[src/rtl/accum_alu_pkg.sv]
package accum_alu_pkg;

  localparam int OP_W = 3;

  typedef enum logic [OP_W-1:0] {
    OPC_KEEP_ACC = 3'b000,
    OPC_SUM      = 3'b001,
    OPC_DIFF     = 3'b010,
    OPC_MASK     = 3'b011,
    OPC_TOGGLE   = 3'b100,
    OPC_MAGN     = 3'b101,
    OPC_INVERT   = 3'b110,
    OPC_TAKE_DAT = 3'b111
  } alu_op_t;

  // Opcode belongs to the two-operand adder path
  function automatic logic is_adder_op(input alu_op_t op);
    return (op == OPC_SUM) || (op == OPC_DIFF);
  endfunction

  // Adder needs inverted data plus carry-in
  function automatic logic is_subtract(input alu_op_t op);
    return op == OPC_DIFF;
  endfunction

endpackage

[src/rtl/aalu_adder.sv]
module aalu_adder #(
  parameter int W = 8
) (
  input  logic [W-1:0] a_i,
  input  logic [W-1:0] b_i,
  input  logic         sub_i,
  output logic [W-1:0] sum_o
);
  // Subtract as a + ~b + 1; the carry out of the top bit is discarded
  function automatic logic [W-1:0] wrap_add(input logic [W-1:0] x,
                                            input logic [W-1:0] y,
                                            input logic         cin);
    return x + y + W'(cin);
  endfunction

  logic [W-1:0] b_eff;

  always_comb begin
    b_eff = sub_i ? ~b_i : b_i;
    sum_o = wrap_add(a_i, b_eff, sub_i);
  end
endmodule

[src/rtl/aalu_unary.sv]
module aalu_unary #(
  parameter int W = 8
) (
  input  logic [W-1:0] a_i,
  output logic [W-1:0] neg_o,
  output logic [W-1:0] abs_o,
  output logic         sign_o
);
  function automatic logic [W-1:0] twos_neg(input logic [W-1:0] x);
    return (~x) + W'(1);
  endfunction

  assign sign_o = a_i[W-1];
  assign neg_o  = twos_neg(a_i);
  assign abs_o  = sign_o ? neg_o : a_i;
endmodule

[src/rtl/aalu_bitwise.sv]
module aalu_bitwise #(
  parameter int W = 8
) (
  input  logic [W-1:0] a_i,
  input  logic [W-1:0] b_i,
  output logic [W-1:0] and_o,
  output logic [W-1:0] xor_o
);
  for (genvar i = 0; i < W; i++) begin : g_slice
    assign and_o[i] = a_i[i] & b_i[i];
    assign xor_o[i] = a_i[i] ^ b_i[i];
  end
endmodule

[src/rtl/aalu_zero_det.sv]
module aalu_zero_det #(
  parameter int W = 8
) (
  input  logic [W-1:0] a_i,
  output logic         zero_o
);
  assign zero_o = ~(|a_i);
endmodule

[src/rtl/accum_alu.sv]
module accum_alu #(
  parameter int W = 8
) (
  input  logic                           clk,
  input  logic                           rst,
  input  logic [W-1:0]                   acc_i,
  input  logic [W-1:0]                   dat_i,
  input  logic [accum_alu_pkg::OP_W-1:0] op_i,
  output logic [W-1:0]                   res_o,
  output logic                           zero_o
);
  import accum_alu_pkg::*;

  alu_op_t      op;
  logic [W-1:0] sum_w, neg_w, abs_w, and_w, xor_w;
  logic         acc_sign;
  logic [W-1:0] nxt_res;

  assign op = alu_op_t'(op_i);

  aalu_adder #(.W(W)) adder_i (
    .a_i(acc_i), .b_i(dat_i), .sub_i(is_subtract(op)), .sum_o(sum_w)
  );

  aalu_unary #(.W(W)) unary_i (
    .a_i(acc_i), .neg_o(neg_w), .abs_o(abs_w), .sign_o(acc_sign)
  );

  aalu_bitwise #(.W(W)) bitw_i (
    .a_i(acc_i), .b_i(dat_i), .and_o(and_w), .xor_o(xor_w)
  );

  aalu_zero_det #(.W(W)) zdet_i (
    .a_i(acc_i), .zero_o(zero_o)
  );

  // Result select; an undefined opcode falls to the default and yields zero
  always_comb begin
    case (op)
      OPC_KEEP_ACC: nxt_res = acc_i;
      OPC_SUM,
      OPC_DIFF:     nxt_res = sum_w;
      OPC_MASK:     nxt_res = and_w;
      OPC_TOGGLE:   nxt_res = xor_w;
      OPC_MAGN:     nxt_res = abs_w;
      OPC_INVERT:   nxt_res = neg_w;
      OPC_TAKE_DAT: nxt_res = dat_i;
      default:      nxt_res = '0;
    endcase
  end

  always_ff @(posedge clk) begin
    if (rst) res_o <= '0;
    else     res_o <= nxt_res;
  end
endmodule

[config.mk]
export PLATFORM = sky130hd
export DESIGN_NAME = accum_alu
export DESIGN_NICKNAME = d
export VERILOG_FILES = /design/src/rtl/accum_alu_pkg.sv /design/src/rtl/aalu_adder.sv /design/src/rtl/aalu_unary.sv /design/src/rtl/aalu_bitwise.sv /design/src/rtl/aalu_zero_det.sv /design/src/rtl/accum_alu.sv
export SDC_FILE = /design/constraint.sdc
export NUM_CORES = 1
export LEC_CHECK = 0
export BUFFER_PORTS_ARGS = -buffer_cell sky130_fd_sc_hd__buf_4
export CORE_UTILIZATION = 25
export CTS_CLUSTER_SIZE = 25
export DETAILED_ROUTE_END_ITERATION = 16
export PLACE_DENSITY = 0.5
export SLEW_MARGIN = 10
export SYNTH_ARGS = -nofsm -noshare
export SYNTH_HDL_FRONTEND = slang
export SYNTH_SLANG_ARGS = --single-unit
[constraint.sdc]
create_clock -name clk -period 3.43 [get_ports clk]
set_clock_uncertainty 0.2 [all_clocks]
set_input_delay 0.686 -clock clk [delete_from_list [all_inputs] [get_ports clk]]
set_output_delay 0.686 -clock clk [all_outputs]
set_load 0.01 [all_outputs]
==> impl_metrics.py <==
metrics = {
    "synthesis": {
        "synth_cell_types": 42,
        "avgSynthCellArea_um2": 7.64,
        "synth_cells": 167,
        "synthDominantCellAreaShare_pct": 15.7,
        "async_reset_ff_share_pct": 0,
        "yosysTopAreaCell": "ha_1",
        "synth_edf_count": 0,
        "ys_ff_latch": 8,
        "synthFlopType": "dfxtp_1",
        "ys_warn_count": 0,
        "synth_area_leaders": "ha_1 (16%), dfxtp_1 (13%), mux2i_1 (7.1%), a21oi_1 (6.3%), xor2_1 (6.2%)",
        "synth_fp_nets": 205,
        "yosysSeqAreaShare_pct": 12.5,
        "netlist_area_um2": 1280,
    },
    "drt": {
        "wl_per_cell_um": 14.4,
        "routed_via_density": 5.07,
        "route.detailed.drc": 0,
        "antenna_left": 0,
        "drtPass1Iterations": 4,
        "num_vias": 1334,
        "wirelength_um": 3780,
        "drtIter0Drc": 57,
    },
    "clocking": {
        "clockBufferDepth": 2,
        "ctsResizeCount": 0,
        "post_cts.repair.setup_buffers": 0,
        "numCtsBuffers": 3,
        "clock_sinks": 8,
        "cts_tree": "yes",
        "clk_pin_slew_worst_paths_ps": 40,
        "h-tree-depth": 1,
        "cts_hold_buf": 0,
        "cts-root-buf": "clkbuf_8",
    },
    "cells_and_area": {
        "syn_to_final_growth_pct": 26.6,
        "drive_above_1_share_pct": 21.4,
        "top_regs": "res_o (8)",
        "final_util_pct": 33.5,
        "fillerInstances": 553,
        "diodes": 0,
        "largest_reg_flops": 8,
        "largest_register": "res_o",
        "final_net_count": 236,
    },
    "timing": {
        "layout_setup_ws_ps": 285,
        "hold_viol_final": 0,
        "setup_viol_count_final": 0,
        "period_needed_ps": 3140,
        "tightestPinTransition_ps": 633,
        "setup-tns-final_ps": 0,
        "fin_crit_sh_pct": 91.7,
        "rsz0062_at_grt": "no",
        "fmax_mhz": 318,
        "drv_slew": 0,
        "relSlewSlack_pct": 57.7,
    },
    "worst_setup_path": {
        "critPathLaunchType": "primary input",
        "crit_fanout": 6,
        "critical-path-slowest-cell": "or3b_2",
        "max_stage_delay_ps": 510,
        "required_ps": 2540,
        "endpoint_kind": "output port",
        "cp.arrival_ps": 2260,
        "path_common_cell": "buf_4",
        "worstSetupPathType": "in2out",
        "cp_cell_sequence": "buf_4 -> inv_1 -> ha_1 -> or3b_2 -> or3_1 -> nor3_1 -> buf_4",
    },
    "global_routing": {
        "grt_usage_pct": 14.5,
        "grt_pass1_wl_um": 6090,
        "grt_pass1_vias": 1245,
        "grt_start_max_net_pins": 18,
        "grt_antenna_before_repair": 0,
        "grt_overflow": 0,
    },
    "floorplanning": {
        "io_pins": 30,
        "die_area_um2": 5390,
        "die_w_um": 73.5,
        "start_util_pct": 26.5,
        "row_count": 25,
        "die_h_um": 73.5,
        "core_area_um2": 4820,
    },
    "placement": {
        "io_buffers": 29,
        "gp_congestion": 0.787,
        "dpl_worst_slack_ps": 297,
        "dp_hpwl_um": 2960,
    },
    "pwr": {
        "p_leak_nw": 0.741,
        "totalPowerFinal_mw": 0.422,
        "ir_drop_uv": 84.7,
        "power_density_nw_per_um2": 261,
    },
    "run": {
        "cap_violations": 0,
    },
    "status": {
        "status": "finished, final reports clean",
    },
    "worst_hold_path": {
        "hold_path_class": "in2reg",
    },
}
[cells in the final DEF (no fill, tap or decap), types with 2 or more instances in the layout]
cell type,Yosys,final
a31oi_1,2,2
o21ai_0,12,12
mux2i_1,9,9
a211o_1,2,2
nor4_1,2,2
nor3b_1,6,6
a21oi_1,16,16
nand2_1,12,12
nand4b_1,3,3
clkbuf_8,0,3
a221oi_1,3,3
xor2_1,9,9
nor3_1,5,5
ha_1,16,16
xnor2_1,2,2
nor2_1,10,10
a211oi_1,5,5
buf_4,0,34
nand3_1,2,2
or3_1,2,2
inv_1,8,8
dfxtp_1,8,8
and3_1,2,2
a21o_1,5,5
nand3b_1,3,3
[per-stage QoR]
step / instances / hold WS (ps) / area (um^2)
3_5_place_dp: 260 / 753 / 1570
4_1_cts: 263 / 513 / 1620
6_report: 263 / 514 / 1620
5_1_grt: 263 / 513 / 1620
3_3_place_gp: 260 / 750 / 1570
2_1_floorplan: 167 / 669 / 1280
[cells in the mapped netlist, drive strengths merged, types with 2 or more instances]
cell    instances
inv             8
xnor2           2
mux2i           9
a21oi          16
nand3b          3
nor4            2
ha             16
a31oi           2
a211oi          5
nor3b           6
buf             6
xor2            9
or3             2
a21o            5
clkbuf          2
or4b            2
nor3            5
a211o           2
a221oi          3
and3            2
dfxtp           8
o21ai          12
nand3           2
nand4b          3
nor2           10
nand2          12
[routing by layer]
| layer | routed length, um | up-vias | track usage, % |
|---|---|---|---|
| met2 | 1700 | 36 | 23.4 |
| met1 | 1850 | 605 | 20.0 |
| met4 | 66 | 0 | 4.91 |
| met5 | 0 | - | 0 |
| met3 | 164 | 8 | 1.51 |
| li1 | - | 685 | - |
[final timing paths]
| path | start | end | cells past startpoint |
|---|---|---|---|
| setup / recovery | acc_i[1] | zero_o | 7 |
| hold / removal | rst | res_o[1] | 2 |
[cell type report]
class	instances	area [um^2]	share of cell area, %
inverter	8	30.0	1.86
tap	67	83.8	5.19
multi-input combinational	143	1040	64.7
clock buffer	3	41.3	2.56
sequential	8	160	9.91
timing repair buffer	34	255	15.8
[cells by family after synthesis]
family                   count (synthesis)  share of synthesized area, %
adder cells (fa/ha/maj)                 17                          17.3
AND/OR/NAND/NOR                         54                          24.1
buffers and inverters                   16                          5.59
AO/OA/AOI/OAI                           51                          25.0
flip-flops                               8                          12.5
XOR/XNOR                                11                          7.55
multiplexers                            10                          7.94
[power breakdown]
part / leakage, nW / switching [mW] / internal, mW
registers: 0.0663 / 0.00286 / 0.104
logic: 0.653 / 0.110 / 0.0940
clock network: 0.0216 / 0.0355 / 0.0759
[worst max-delay path, delay by kind of cell]
kind,cells,cell delay [ps]
simple gates,3,1050
buf+inv,3,340
fa+ha+maj,1,180
Note: power is estimated with default switching activity, not from simulation.
